File: src/rtl/vrx_pkg.sv
`timescale 1ns/1ps
package vrx_pkg;

  typedef enum logic [2:0] {
    ST_IDLE,
    ST_WLO,
    ST_WHI,
    ST_RLO,
    ST_RHI,
    ST_RCAP,
    ST_ROUT
  } xfer_st_t;

endpackage

File: src/rtl/vrx_decode.sv
`timescale 1ns/1ps
module vrx_decode #(
  parameter int XW   = 10,
  parameter int YW   = 9,
  parameter int FPOS = 16,
  parameter int WW   = 32
) (
  input  logic [WW-1:0] pos_i,
  input  logic [WW-1:0] size_i,
  output logic [XW-1:0] x_o,
  output logic [YW-1:0] y_o,
  output logic [XW:0]   w_o,
  output logic [YW:0]   h_o
);

  logic [XW-1:0] wm1;
  logic [YW-1:0] hm1;
  logic          unused_dec;

  always_comb begin
    x_o = pos_i[XW-1:0];
    y_o = pos_i[FPOS +: YW];
    wm1 = size_i[XW-1:0] - XW'(1);
    hm1 = size_i[FPOS +: YW] - YW'(1);
    w_o = {1'b0, wm1} + (XW+1)'(1);
    h_o = {1'b0, hm1} + (YW+1)'(1);
  end

  assign unused_dec = ^{pos_i[FPOS-1:XW], pos_i[WW-1:FPOS+YW],
                        size_i[FPOS-1:XW], size_i[WW-1:FPOS+YW]};

endmodule

File: src/rtl/vrx_walker.sv
`timescale 1ns/1ps
module vrx_walker #(
  parameter int XW = 10,
  parameter int YW = 9
) (
  input  logic           clk,
  input  logic           rst,
  input  logic           load_i,
  input  logic [XW-1:0]  x0_i,
  input  logic [YW-1:0]  y0_i,
  input  logic [XW:0]    w_i,
  input  logic [YW:0]    h_i,
  input  logic           step_i,
  output logic [XW+YW-1:0] addr_o,
  output logic           active_o,
  output logic           last_o
);

  logic [XW-1:0] x0_q;
  logic [XW:0]   w_q;
  logic [XW-1:0] off_q;
  logic [YW-1:0] row_q;
  logic [YW:0]   left_q;
  logic          col_end;

  always_comb begin
    col_end  = (({1'b0, off_q} + (XW+1)'(1)) == w_q);
    active_o = (left_q != '0);
    last_o   = active_o && (left_q == (YW+1)'(1)) && col_end;
    addr_o   = {row_q, XW'(x0_q + off_q)};
  end

  always_ff @(posedge clk) begin
    if (rst) begin
      x0_q   <= '0;
      w_q    <= '0;
      off_q  <= '0;
      row_q  <= '0;
      left_q <= '0;
    end else if (load_i) begin
      x0_q   <= x0_i;
      w_q    <= w_i;
      off_q  <= '0;
      row_q  <= y0_i;
      left_q <= h_i;
    end else if (step_i && active_o) begin
      if (col_end) begin
        off_q  <= '0;
        row_q  <= row_q + YW'(1);
        left_q <= left_q - (YW+1)'(1);
      end else begin
        off_q <= off_q + XW'(1);
      end
    end
  end

  AST_OFF_BELOW_WIDTH: assert property (@(posedge clk) disable iff (rst)
    active_o |-> ({1'b0, off_q} < w_q));

  AST_ROW_WRAPS: assert property (@(posedge clk) disable iff (rst)
    (step_i && active_o && !load_i && col_end && (row_q == '1)) |=> (row_q == '0));

  AST_ROWS_COUNT_DOWN: assert property (@(posedge clk) disable iff (rst)
    (step_i && active_o && !load_i && col_end) |=> (left_q == $past(left_q) - (YW+1)'(1)));

endmodule

File: src/rtl/vrx_rd_pack.sv
`timescale 1ns/1ps
module vrx_rd_pack #(
  parameter int PIXW = 16
) (
  input  logic              clk,
  input  logic              rst,
  input  logic              clr_i,
  input  logic              cap_lo_i,
  input  logic              cap_hi_i,
  input  logic              hi_zero_i,
  input  logic [PIXW-1:0]   pix_i,
  input  logic              m_ready_i,
  output logic              m_valid_o,
  output logic [2*PIXW-1:0] m_data_o
);

  logic [PIXW-1:0] lo_q;

  always_ff @(posedge clk) begin
    if (rst) begin
      lo_q      <= '0;
      m_valid_o <= 1'b0;
      m_data_o  <= '0;
    end else if (clr_i) begin
      m_valid_o <= 1'b0;
    end else begin
      if (cap_lo_i) lo_q <= pix_i;
      if (cap_hi_i) begin
        m_data_o  <= {(hi_zero_i ? '0 : pix_i), lo_q};
        m_valid_o <= 1'b1;
      end else if (m_valid_o && m_ready_i) begin
        m_valid_o <= 1'b0;
      end
    end
  end

  AST_WORD_HELD: assert property (@(posedge clk) disable iff (rst)
    (m_valid_o && !m_ready_i && !clr_i) |=> (m_valid_o && $stable(m_data_o)));

endmodule

File: src/rtl/vram_rect_xfer.sv
`timescale 1ns/1ps
module vram_rect_xfer
  import vrx_pkg::*;
#(
  parameter int XW   = 10,
  parameter int YW   = 9,
  parameter int PIXW = 16,
  parameter int FPOS = 16
) (
  input  logic                clk,
  input  logic                rst,
  input  logic                start_i,
  input  logic                start_rd_i,
  input  logic [2*PIXW-1:0]   pos_i,
  input  logic [2*PIXW-1:0]   size_i,
  input  logic                s_valid_i,
  input  logic [2*PIXW-1:0]   s_data_i,
  output logic                s_ready_o,
  output logic                m_valid_o,
  output logic [2*PIXW-1:0]   m_data_o,
  input  logic                m_ready_i,
  output logic                mem_en_o,
  output logic                mem_we_o,
  output logic [XW+YW-1:0]    mem_addr_o,
  output logic [PIXW-1:0]     mem_wdata_o,
  input  logic [PIXW-1:0]     mem_rdata_i,
  output logic                busy_o,
  output logic                img_busy_o,
  output logic                anomaly_o,
  output logic                done_o,
  output logic [XW-1:0]       done_x_o,
  output logic [YW-1:0]       done_y_o,
  output logic [XW:0]         done_w_o,
  output logic [YW:0]         done_h_o
);

  localparam int WW = 2 * PIXW;
  localparam int AW = XW + YW;

  xfer_st_t        state_q;
  logic [PIXW-1:0] hold_q;
  logic            single_q;

  logic [XW-1:0]   dec_x;
  logic [YW-1:0]   dec_y;
  logic [XW:0]     dec_w;
  logic [YW:0]     dec_h;

  logic [AW-1:0]   wk_addr;
  logic            wk_active;
  logic            wk_last;
  logic            wk_step;
  logic            finish;

  vrx_decode #(.XW(XW), .YW(YW), .FPOS(FPOS), .WW(WW)) u_decode (
    .pos_i  (pos_i),
    .size_i (size_i),
    .x_o    (dec_x),
    .y_o    (dec_y),
    .w_o    (dec_w),
    .h_o    (dec_h)
  );

  vrx_walker #(.XW(XW), .YW(YW)) u_walker (
    .clk      (clk),
    .rst      (rst),
    .load_i   (start_i),
    .x0_i     (dec_x),
    .y0_i     (dec_y),
    .w_i      (dec_w),
    .h_i      (dec_h),
    .step_i   (wk_step),
    .addr_o   (wk_addr),
    .active_o (wk_active),
    .last_o   (wk_last)
  );

  vrx_rd_pack #(.PIXW(PIXW)) u_pack (
    .clk       (clk),
    .rst       (rst),
    .clr_i     (start_i),
    .cap_lo_i  (state_q == ST_RHI),
    .cap_hi_i  (state_q == ST_RCAP),
    .hi_zero_i (single_q),
    .pix_i     (mem_rdata_i),
    .m_ready_i (m_ready_i),
    .m_valid_o (m_valid_o),
    .m_data_o  (m_data_o)
  );

  always_comb begin
    wk_step  = 1'b0;
    mem_en_o = 1'b0;
    mem_we_o = 1'b0;
    finish   = 1'b0;
    if (!start_i) begin
      case (state_q)
        ST_WLO: if (s_valid_i) begin
          mem_en_o = 1'b1;
          mem_we_o = 1'b1;
          wk_step  = 1'b1;
          finish   = wk_last;
        end
        ST_WHI: begin
          mem_en_o = 1'b1;
          mem_we_o = 1'b1;
          wk_step  = 1'b1;
          finish   = wk_last;
        end
        ST_RLO: begin
          mem_en_o = 1'b1;
          wk_step  = 1'b1;
        end
        ST_RHI: if (wk_active) begin
          mem_en_o = 1'b1;
          wk_step  = 1'b1;
        end
        ST_ROUT: finish = m_valid_o && m_ready_i && !wk_active;
        default: ;
      endcase
    end
    mem_addr_o  = wk_addr;
    mem_wdata_o = (state_q == ST_WHI) ? hold_q : s_data_i[PIXW-1:0];
    s_ready_o   = (state_q == ST_WLO) && !start_i;
    busy_o      = (state_q != ST_IDLE);
  end

  always_ff @(posedge clk) begin
    if (rst) begin
      state_q    <= ST_IDLE;
      hold_q     <= '0;
      single_q   <= 1'b0;
      img_busy_o <= 1'b0;
      anomaly_o  <= 1'b0;
      done_o     <= 1'b0;
      done_x_o   <= '0;
      done_y_o   <= '0;
      done_w_o   <= '0;
      done_h_o   <= '0;
    end else begin
      done_o <= finish;
      if (start_i) begin
        anomaly_o  <= anomaly_o | (state_q != ST_IDLE);
        state_q    <= start_rd_i ? ST_RLO : ST_WLO;
        img_busy_o <= start_rd_i;
        done_x_o   <= dec_x;
        done_y_o   <= dec_y;
        done_w_o   <= dec_w;
        done_h_o   <= dec_h;
      end else begin
        if (finish) img_busy_o <= 1'b0;
        case (state_q)
          ST_WLO: if (s_valid_i) begin
            hold_q  <= s_data_i[WW-1:PIXW];
            state_q <= wk_last ? ST_IDLE : ST_WHI;
          end
          ST_WHI:  state_q <= wk_last ? ST_IDLE : ST_WLO;
          ST_RLO:  state_q <= ST_RHI;
          ST_RHI: begin
            single_q <= !wk_active;
            state_q  <= ST_RCAP;
          end
          ST_RCAP: state_q <= ST_ROUT;
          ST_ROUT: if (m_valid_o && m_ready_i) state_q <= wk_active ? ST_RLO : ST_IDLE;
          default: state_q <= ST_IDLE;
        endcase
      end
    end
  end

  AST_WRITE_NOT_IN_READ: assert property (@(posedge clk) disable iff (rst)
    mem_we_o |-> !img_busy_o);

  AST_READY_ONLY_WRITING: assert property (@(posedge clk) disable iff (rst)
    s_ready_o |-> (busy_o && !img_busy_o));

  AST_DONE_ONE_CYCLE: assert property (@(posedge clk) disable iff (rst)
    done_o |=> !done_o);

  AST_IMG_CLEAR_AT_DONE: assert property (@(posedge clk) disable iff (rst)
    done_o |-> !img_busy_o);

  AST_ANOMALY_STICKY: assert property (@(posedge clk) disable iff (rst)
    anomaly_o |=> anomaly_o);

endmodule

File: config.mk
export PLATFORM = sky130hd
export DESIGN_NAME = vram_rect_xfer
export DESIGN_NICKNAME = d
export VERILOG_FILES = /design/src/rtl/vrx_pkg.sv /design/src/rtl/vrx_decode.sv /design/src/rtl/vrx_walker.sv /design/src/rtl/vrx_rd_pack.sv /design/src/rtl/vram_rect_xfer.sv
export SDC_FILE = /design/constraint.sdc
export NUM_CORES = 1
export LEC_CHECK = 0
export BUFFER_PORTS_ARGS = -buffer_cell sky130_fd_sc_hd__buf_2
export CELL_PAD_IN_SITES_DETAIL_PLACEMENT = 1
export CELL_PAD_IN_SITES_GLOBAL_PLACEMENT = 2
export CORE_MARGIN = 4
export CORE_UTILIZATION = 29
export CTS_CLUSTER_DIAMETER = 120
export CTS_CLUSTER_SIZE = 20
export DETAILED_ROUTE_END_ITERATION = 6
export GPL_TIMING_DRIVEN = 1
export HOLD_SLACK_MARGIN = 0.02
export PLACE_DENSITY = 0.8
export SYNTH_ARGS = -nofsm -noshare
export SYNTH_HDL_FRONTEND = slang
export SYNTH_SLANG_ARGS = --single-unit
File: constraint.sdc
create_clock -name clk -period 3.6 [get_ports clk]
set_input_delay 0.18 -clock clk [delete_from_list [all_inputs] [get_ports clk]]
set_output_delay 0.18 -clock clk [all_outputs]
set_load 0.01 [all_outputs]
======== Yosys cells after proc, flatten, opt, wreduce, memory -nomap -nowiden ========
Index checks and enable logic that the tools add are counted.
word-level totals
  bits in registers ....................... 141
  latch bits .............................. 0
  RAM bits ................................ 0
  ROM bits ................................ 0
  bits of input ports ..................... 118
  output and inout port bits .............. 115
  logic and storage cells ................. 88
  memories ................................ 0
cells by class
  add/subtract/negate cells ............... 9
  multiply operators ...................... 0
  div/mod/pow operators ................... 0
  order comparisons ....................... 0
  equality and inequality tests ........... 10
  shift operators ......................... 0
  multiplexer cells ....................... 30
  bitwise logic cells ..................... 2
  reductions and logical operators ........ 21
operators with widths
  cell                     count
  $mux W10                 4
  $mux W16                 2
  $mux W9                  3
  $add A10 B1 Y11 const B  2
  $sub A10 B1 Y10 const B  2
  $pmux W3 S6              1
  $eq A11 B11 Y1           1
  $mux W1                  11
  $add A10 B1 Y10 const B  1
  $add A10 B10 Y10         1
  $add A9 B1 Y10 const B   1
  $eq A10 B1 Y1 const B    1
  $reduce_bool A10 Y1      1
  $add A9 B1 Y9 const B    1
  $eq A3 B3 Y1 const B     3
  $mux W3                  3
  $sub A9 B1 Y9 const B    1
  $reduce_and A2 Y1        4
  $reduce_bool A2 Y1       4
  $eq A3 B2 Y1 const B     2
  $logic_and A1 B1 Y1      6
  $mux W2                  3
  $ne A3 B3 Y1 const B     2
  $pmux W1 S3              2
  8 further kinds          10

======== Longest topological paths before layout ========
Gate-level depths: netlist of run 1.
  word-level depth ........................ 8
  mapped depth ............................ 10
  gate-level depth less buffers ........... 10

======== Cells and area by module ========
A second synthesis of run 1 with hierarchy kept.
second synthesis, totals
  cell total of the unflattened synthesis .. 1024
  area total of the unflattened synthesis .. 8630.8 µm²
by module, submodules not included
  module          times used  cells each  area each (µm²)  sequential area each (µm²)
  vrx_walker      1           391         3195.6           1001.0
  vram_rect_xfer  1           277         2610.0           1261.2
  vrx_rd_pack     1           217         1811.7           980.9
  vrx_decode      1           139         1013.5           0.0

======== Worst setup path before layout of run 1 ========
Ideal clock, no wire load.
  path type ............................... register -> register
  from .................................... register u_walker.off_q[0]
  to ...................................... register u_walker.left_q[5]
  setup time .............................. 0.119 ns
  data arrival time ....................... 2.386 ns
  data required time ...................... 3.481 ns
  setup slack ............................. 1.095 ns
  stages on the path, launching flop included .. 10
  buffers on the path ..................... 1
  period minus slack after synthesis ...... 2.505 ns
  cells stage by stage .................... dfxtp_1 -> ha_1 -> o21ba_1 -> a221oi_2 -> a21oi_1 -> or3_4 -> nor4_4 -> buf_6 -> a31oi_1 -> o221a_2
between the ends
  longest elaborated chain between the ends .. 4
ends and longest elaborated chain
  element                              RTL line          source
  start, declared                      vrx_walker.sv:21  logic [XW-1:0] off_q;
  start signal, assigned               vrx_walker.sv:52  off_q <= off_q + XW'(1);
  $add A10 B1 Y11                      vrx_walker.sv:27  col_end = (({1'b0, off_q} + (XW+1)'(1)) == w_q);
  $eq A11 B11 Y1                       vrx_walker.sv:27
  $reduce_bool A2 Y1 (no source line)  --
  $reduce_and A2 Y1 (no source line)   --
  end signal, assigned                 vrx_walker.sv:45  left_q <= h_i;
  end signal, assigned                 vrx_walker.sv:50  left_q <= left_q - (YW+1)'(1);
  end, declared                        vrx_walker.sv:23  logic [YW:0] left_q;
No other way between the ends.
A chain may end at the register's enable or synchronous reset.

======== Worst setup path in the final report of run 1 ========
  from .................................... register u_walker.off_q[0]
  to ...................................... output port mem_addr_o[8]
between the ends
  longest elaborated chain between the ends .. 1
ends and longest elaborated chain
  element           RTL line              source
  $add A10 B10 Y10  vrx_walker.sv:30      addr_o = {row_q, XW'(x0_q + off_q)};
  end, declared     vram_rect_xfer.sv:24  output logic [XW+YW-1:0] mem_addr_o,
No other way between the ends.

==> run metrics, run 1 <==
synthesized flop and latch total 141; Routed WL 24.1 mm; Port Buffers 206; DRT iter0 DRCs 317; post-route cell area 9770 sq um; # fillers 2977; DP Wirelength 17.2 mm; clk root buf clkbuf_16; pre-CTS setup slack 0.813 ns; outcome finished, final reports clean; Worst Hold Launch size_i[6]; FF-to-FF path depth 8; Startpoint Class flop; Hold Fails Final Rpt 0; max-slew violations 0; Synth Net Count 1038; Cells after Synth 902; DRC errors left 0; internal reg-to-reg setup slack 0.78 ns; WP data arrival 2.78 ns; Setup WS post-layout 0.638 ns; I/O Pins 233; Area growth, synth to finish 33.1%; Skew-Pair Late Insertion Delay 0.43 ns; GRT Util Overall 16.9%; Routed Antenna Nets 0; Netlist cell types 72; fin crit share 82.3%; RR Startpoint u_walker.off_q[2]$_SDFFE_PP0P_; Crit. Startpoint u_walker.off_q[0]$_SDFFE_PP0P_; pin count of the biggest net entering global routing 69; Max transition margin 32.4%; final period demand of the worst path 2.96 ns; initial antenna violation count 1; Netlist Area Pre-Place 7340 sq um; YS warnings 0; via density per instance 4.92; Core Region 24600 sq um; worst slew pin tran 1.01 ns; EDFF count, synth 0; Die Area 27900 sq um; Wirelength per Cell 16.4 microns; GP Congestion 0.778; Inserted Clock Buffers 17; Pleak 0.00415 uW; setup repair after global routing missed its margin no; Die Wd 167 microns; max-cap violation count 0; Hold Path Class in2reg; Seq/Total Area, Yosys 38.5%; first-pass GRT wire length 39.1 mm; Via Count 7243; CTS tree done; share of cells above drive strength 1 24.3%; std cell rows 57; Max Fclk 0.338 GHz; Clock transition at path regs 0.07 ns; DP Area 8630 sq um; Power Dens Cells 418 nW/um^2; Bufs on Longest Clock Path 2; chip height 167 microns; crit path max fanout 8; average size of a mapped cell 8.14 sq um; hold path cells 3; total negative slack 0 ns; Final setup viols 0; ys async rst share 0%; IR drop worst, VDD 276 uV; Total Nets Final 1270; starting density of the core 29.8%; worst hold endpoint u_walker.w_q[6]$_SDFFE_PP0P_; reg2reg end u_walker.left_q[6]$_SDFFE_PP0P_; Num Clock Sinks 141; top_reg_cell synth dfxtp_1; CP endpoint kind output pin; Pre-Repair DR Iteration Count 4; Critical Path RT 3.42 ns; vias in the first global route 7368; Setup Crit Path Kind reg2out; CTS HTree Levels 4; gr ovfl total 0; Worst Skew 0.0136 ns
where the power goes:
| part | total [uW] | switching (uW) | internal (uW) |
|---|---|---|---|
| combinational | 568 | 313 | 254 |
| sequential | 1670 | 52.0 | 1610 |
| clock | 1850 | 793 | 1060 |
| total | 4090 | 1160 | 2930 |
per-layer routing:
metal | up-vias | share of wire (%) | wire, microns | global-route usage [%]
li1 | 3649 | - | - | -
met2 | 134 | 49 | 11700 | 29.2
met3 | 16 | 4.4 | 1070 | 3.60
met1 | 3444 | 46 | 11000 | 21.6
met4 | 0 | 0.98 | 236 | 4.27
met5 | - | 0 | 0 | 0
how the worst max path moves through the flow:
| stage | end | slack [ns] | cells past startpoint |
|---|---|---|---|
| floorplan | u_walker.left_q[5]$_SDFFE_PP0P_ | 1.10 | 9 |
| global placement | u_walker.left_q[6]$_SDFFE_PP0P_ | 0.85 | 8 |
| detailed placement | u_walker.left_q[6]$_SDFFE_PP0P_ | 0.81 | 8 |
| CTS | mem_addr_o[8] | 0.60 | 11 |
| global route | mem_addr_o[8] | 0.38 | 11 |
| finish | mem_addr_o[8] | 0.64 | 11 |
critical path, stage by stage, from the launching register on:
cell and delay [ns]:
dfxtp_1 0.50, ha_1 0.23, inv_1 0.06, fa_1 0.41, inv_1 0.08, a21oi_1 0.06
o21bai_1 0.22, a21o_1 0.16, a21oi_1 0.09, o21ai_0 0.21, xor2_1 0.18, buf_2 0.16
stage by stage:
step,std cells,total power (uW),hold WS [ns],util [%]
2_1_floorplan,902,2010,0.316,-
3_3_place_gp,1388,2220,0.415,35.1
3_5_place_dp,1388,2230,0.424,35.1
4_1_cts,1471,4160,0.0829,39.7
5_1_grt,1472,4290,0.119,39.7
6_report,1472,4090,0.105,39.7
cells by family after synthesis:
group	Yosys count	share of synthesized area (%)
adders and majority gates	18	3.17
muxes	43	6.15
AOI/OAI and AO/OA	192	16.7
xor gates and xnor gates	50	5.97
and+or+nand+nor	376	24.9
DFF	141	38.5
buffers and inverters	82	4.62
synthesized netlist by cell type, types with 3 or more instances:
| cell | count | share of area (%) |
|---|---|---|
| o21a_1 | 4 | 0.41 |
| nor2b_1 | 5 | 0.43 |
| o22ai_1 | 3 | 0.26 |
| nor4b_1 | 4 | 0.48 |
| a31oi_1 | 7 | 0.60 |
| clkbuf_1 | 40 | 2.0 |
| o311ai_0 | 4 | 0.48 |
| dfxtp_1 | 141 | 38 |
| nor3_1 | 21 | 1.4 |
| nor3b_1 | 17 | 1.7 |
| buf_2 | 4 | 0.27 |
| o21ai_0 | 19 | 1.3 |
| mux2i_1 | 26 | 3.5 |
| and4_1 | 6 | 0.72 |
| mux2_2 | 17 | 2.6 |
| nand3b_1 | 4 | 0.41 |
| a21o_1 | 10 | 1.0 |
| and3_1 | 4 | 0.34 |
| nor4_1 | 8 | 0.68 |
| buf_4 | 3 | 0.31 |
| buf_1 | 6 | 0.31 |
| ha_1 | 17 | 2.9 |
| and2_1 | 12 | 1.0 |
| nand2b_1 | 7 | 0.60 |
| inv_1 | 26 | 1.3 |
| nand3_1 | 19 | 1.3 |
| or4_1 | 7 | 0.72 |
| xnor2_1 | 28 | 3.3 |
| xor2_1 | 22 | 2.6 |
| a21oi_1 | 92 | 6.3 |
| nand4_1 | 11 | 0.94 |
| o211ai_1 | 5 | 0.51 |
| nand2_1 | 134 | 6.9 |
| nor2_1 | 94 | 4.8 |
| a211oi_1 | 11 | 1.1 |
| or3_1 | 14 | 1.2 |
| o31a_1 | 3 | 0.36 |
what timing repair did:
item                      in CTS  in global routing
buffers inserted               0                  0
resized for setup              0                  0
hold endpoints to repair      52                  0
hold buffers                  51                  0
cell usage in the layout (no fill, tap or decap), drive strengths merged, types with 19 or more instances in the layout:
cell	n
nor2	94
a21oi	92
nand3	19
xor2	22
dlygate4sd3	51
buf	217
nand2	134
inv	34
o21ai	20
nor3	21
xnor2	28
dfxtp	141
mux2i	26
cell type report:
type / instances / area [sq um] / share of cell area [%]
timing repair buffer: 268 / 1630 / 16.7
antenna: 1 / 2.50 / 0.0256
clock buffer: 17 / 425 / 4.36
inverter: 27 / 101 / 1.04
sequential: 141 / 2820 / 28.9
clock inverter: 15 / 194 / 1.99
multi-input combinational: 679 / 4190 / 42.9
tap: 324 / 405 / 4.15
registers in the layout, summed over array words and instances (netlist names):
register,cells
single_q,1
anomaly_o,1
u_walker.x0_q,10
u_pack.m_valid_o,1
hold_q,16
u_walker.off_q,10
done_o,1
u_pack.m_data_o,32
img_busy_o,1
done_y_o,9
u_walker.row_q,9
done_h_o,10
u_pack.lo_q,16
u_walker.w_q,11
state_q,3
u_walker.left_q,10
(Power assumes the default switching activity.)
==> run 2, diff against run 1 <==
==> constraint.sdc (replaced) <==
create_clock -name clk -period 2.8 [get_ports clk]
set_input_delay 0.14 -clock clk [delete_from_list [all_inputs] [get_ports clk]]
set_output_delay 0.14 -clock clk [all_outputs]
set_load 0.01 [all_outputs]
==> run metrics, run 2 (synthesis gave the netlist of run 1 again) <==
commonest non-fill, non-tap cell in the layout buf_2; max-slew violations 0 (unchanged); Wirelength per Cell 16.3 microns (-0.23%); GR Layer Usage met2 30.5% (+1.3 points); Core Region 24600 sq um (unchanged); Clock transition at path regs 0.07 ns (about the same); chip height 167 microns (unchanged); Bufs on Longest Clock Path 2 (unchanged); CP endpoint kind output pin; fin cells 1494 (+1.5%); critical-path cell list buf_6, ha_4, inv_1, fa_2, inv_1, a21oi_1, o21bai_1, buf_4, buf_4, buf_4, buf_4, buf_4, xor2_1, buf_2; DRC errors left 0 (unchanged); gr ovfl total 0 (unchanged); Final setup viols 0 (unchanged); share of cells above drive strength 1 26.6% (+2.3 points); Sw Ratio 29.8% (+1.5 points); Max transition margin 50.3% (+18 points); Reg power frac 41.5% (+0.7 points); worst hold endpoint u_walker.w_q[6]$_SDFFE_PP0P_; Hold Fails Final Rpt 0 (unchanged); Die Wd 167 microns (unchanged); hold path cells 3 (unchanged); reg2reg end u_walker.left_q[6]$_SDFFE_PP0P_; DP Wirelength 17.2 mm (about the same); Startpoint Class flop; Routed Antenna Nets 0 (unchanged); Largest Register u_pack.m_data_o; Setup Crit Path Kind reg2out; clk root buf clkbuf_16; max reg flops 32 (unchanged); Psw 1540 uW (+33%); biggest regs u_pack.m_data_o x32, hold_q x16, u_pack.lo_q x16; vias in the first global route 7628 (+3.5%); CP most frequent cell buf_4; post-route cell area 9970 sq um (+2.1%); crit path max fanout 4 (-4); CTS tree done; grt met1 use 21.6% (about the same); I/O Pins 233 (unchanged); internal reg-to-reg setup slack 0.24 ns (-0.54 ns); met3 Usage GRT 3.98% (+0.38 points); commonest non-fill, non-tap cells in the layout buf_2 (204), dfxtp_1 (139), nand2_1 (134); max-cap violation count 0 (unchanged); Power Dens Cells 517 nW/um^2 (+24%); Area growth, synth to finish 35.9%; CTS HTree Levels 4 (unchanged); DRT iter0 DRCs 267 (-16%); IR drop worst, VDD 281 uV (+2.0%); final period demand of the worst path 2.64 ns; starting density of the core 29.8% (unchanged); Pre-Repair DR Iteration Count 4 (unchanged); CP peak stage delay 0.39 ns (-0.11 ns); std cell rows 57 (unchanged); GP Congestion 0.783 (+0.63%); Worst Skew 0.0120 ns (-0.00167 ns); FF-to-FF path depth 9 (+1); Routed WL 24.4 mm (+1.3%); pin count of the biggest net entering global routing 119 (+72%); setup repair after global routing missed its margin no; RR Startpoint u_walker.off_q[0]$_SDFFE_PP0P_; Skew-Pair Late Insertion Delay 0.43 ns (about the same); Max Fclk 0.379 GHz; outcome finished, final reports clean; internal power 3620 uW (+24%); total negative slack 0 ns (unchanged); GRT Util Overall 17.4% (+0.44 points); grt peak-use layer met2; Hold Path Class in2reg; Num Clock Sinks 141 (unchanged); Via Count 7349 (+1.5%); Total Nets Final 1292 (+1.7%); via density per instance 4.92 (about the same); Comb pwr share 14.6% (+0.7 points); DP Area 8760 sq um (+1.5%); Pleak 0.00427 uW (+2.8%); clock power share 44.0% (-1.3 points); critical path's slowest cell fa_2; WP data arrival 2.50 ns (-0.28 ns); first-pass GRT wire length 40.2 mm (+2.8%); Die Area 27900 sq um (unchanged); Critical Path RT 2.66 ns (-0.76 ns); Worst Hold Launch size_i[6]; Placed Cells 1402 (+1.0%); Inserted Clock Buffers 17 (unchanged); fin crit share 94.3%; worst slew pin tran 0.744 ns (-0.269 ns); initial antenna violation count 0 (-1); Port Buffers 206 (unchanged)
-- run 2: what timing repair did --
item                                   CTS  global route
gates resized for setup                  6             8
setup endpoints to repair                2             7
pin swaps                                1             5
endpoints found under the hold margin   57             0
hold buffers                            51             0
buffers inserted                         4             4
-- run 2: metrics by stage --
step,hold WS [ns],setup slack [ns],power (uW),util (%)
after floorplan,0.276,0.295,2590,-
after global placement,0.375,0.205,2870,35.6
after detailed placement,0.386,0.155,2880,35.6
after CTS,0.0417,0.0364,5250,40.3
after global routing,0.0692,0.0118,5430,40.5
final,0.0639,0.159,5160,40.5
-- run 2: layer usage --
layer	up-vias	wire length, microns	share of wire [%]
met4	0	333	1.4
li1	3670	-	-
met3	19	1210	5.0
met2	145	12000	49
met1	3515	10800	44
met5	-	0	0
-- run 2: how the worst max path moves through the flow --
stage                                                 end  slack (ns)                      startpoint
after floorplan           u_walker.left_q[5]$_SDFFE_PP0P_        0.30  u_walker.off_q[0]$_SDFFE_PP0P_
after global placement    u_walker.left_q[6]$_SDFFE_PP0P_        0.20  u_walker.off_q[0]$_SDFFE_PP0P_
after detailed placement  u_walker.left_q[6]$_SDFFE_PP0P_        0.16  u_walker.off_q[0]$_SDFFE_PP0P_
after CTS                                   mem_addr_o[8]        0.04  u_walker.off_q[0]$_SDFFE_PP0P_
after global routing                        mem_addr_o[4]        0.01   u_walker.x0_q[0]$_SDFFE_PP0P_
final                                       mem_addr_o[4]        0.16  u_walker.off_q[0]$_SDFFE_PP0P_
-- run 2: critical path, delay by kind of cell, from the launching register on --
kind / cells / cell delay, ns
buffers and inverters: 9 / 0.87
adders and majority gates: 2 / 0.51
DFF: 1 / 0.34
AOI/OAI and AO/OA: 2 / 0.24
xor gates and xnor gates: 1 / 0.12
-- run 2: area by class of cell --
| cell class | instances | area (sq um) |
|---|---|---|
| clock buffer | 17 | 425 |
| fill | 3016 | 14600 |
| multi-input combinational | 679 | 4220 |
| antenna | 1 | 2.50 |
| tap | 324 | 405 |
| inverter | 27 | 101 |
| sequential | 141 | 2830 |
| timing repair buffer | 290 | 1820 |
| clock inverter | 15 | 165 |
-- run 2: power groups by stage --
stage | logic [uW] | clock network (uW) | registers (uW)
floorplan | 397 | 0 | 2190
global placement | 687 | 0 | 2180
detailed placement | 698 | 0 | 2180
CTS | 758 | 2360 | 2140
global route | 836 | 2450 | 2150
finish | 751 | 2270 | 2140
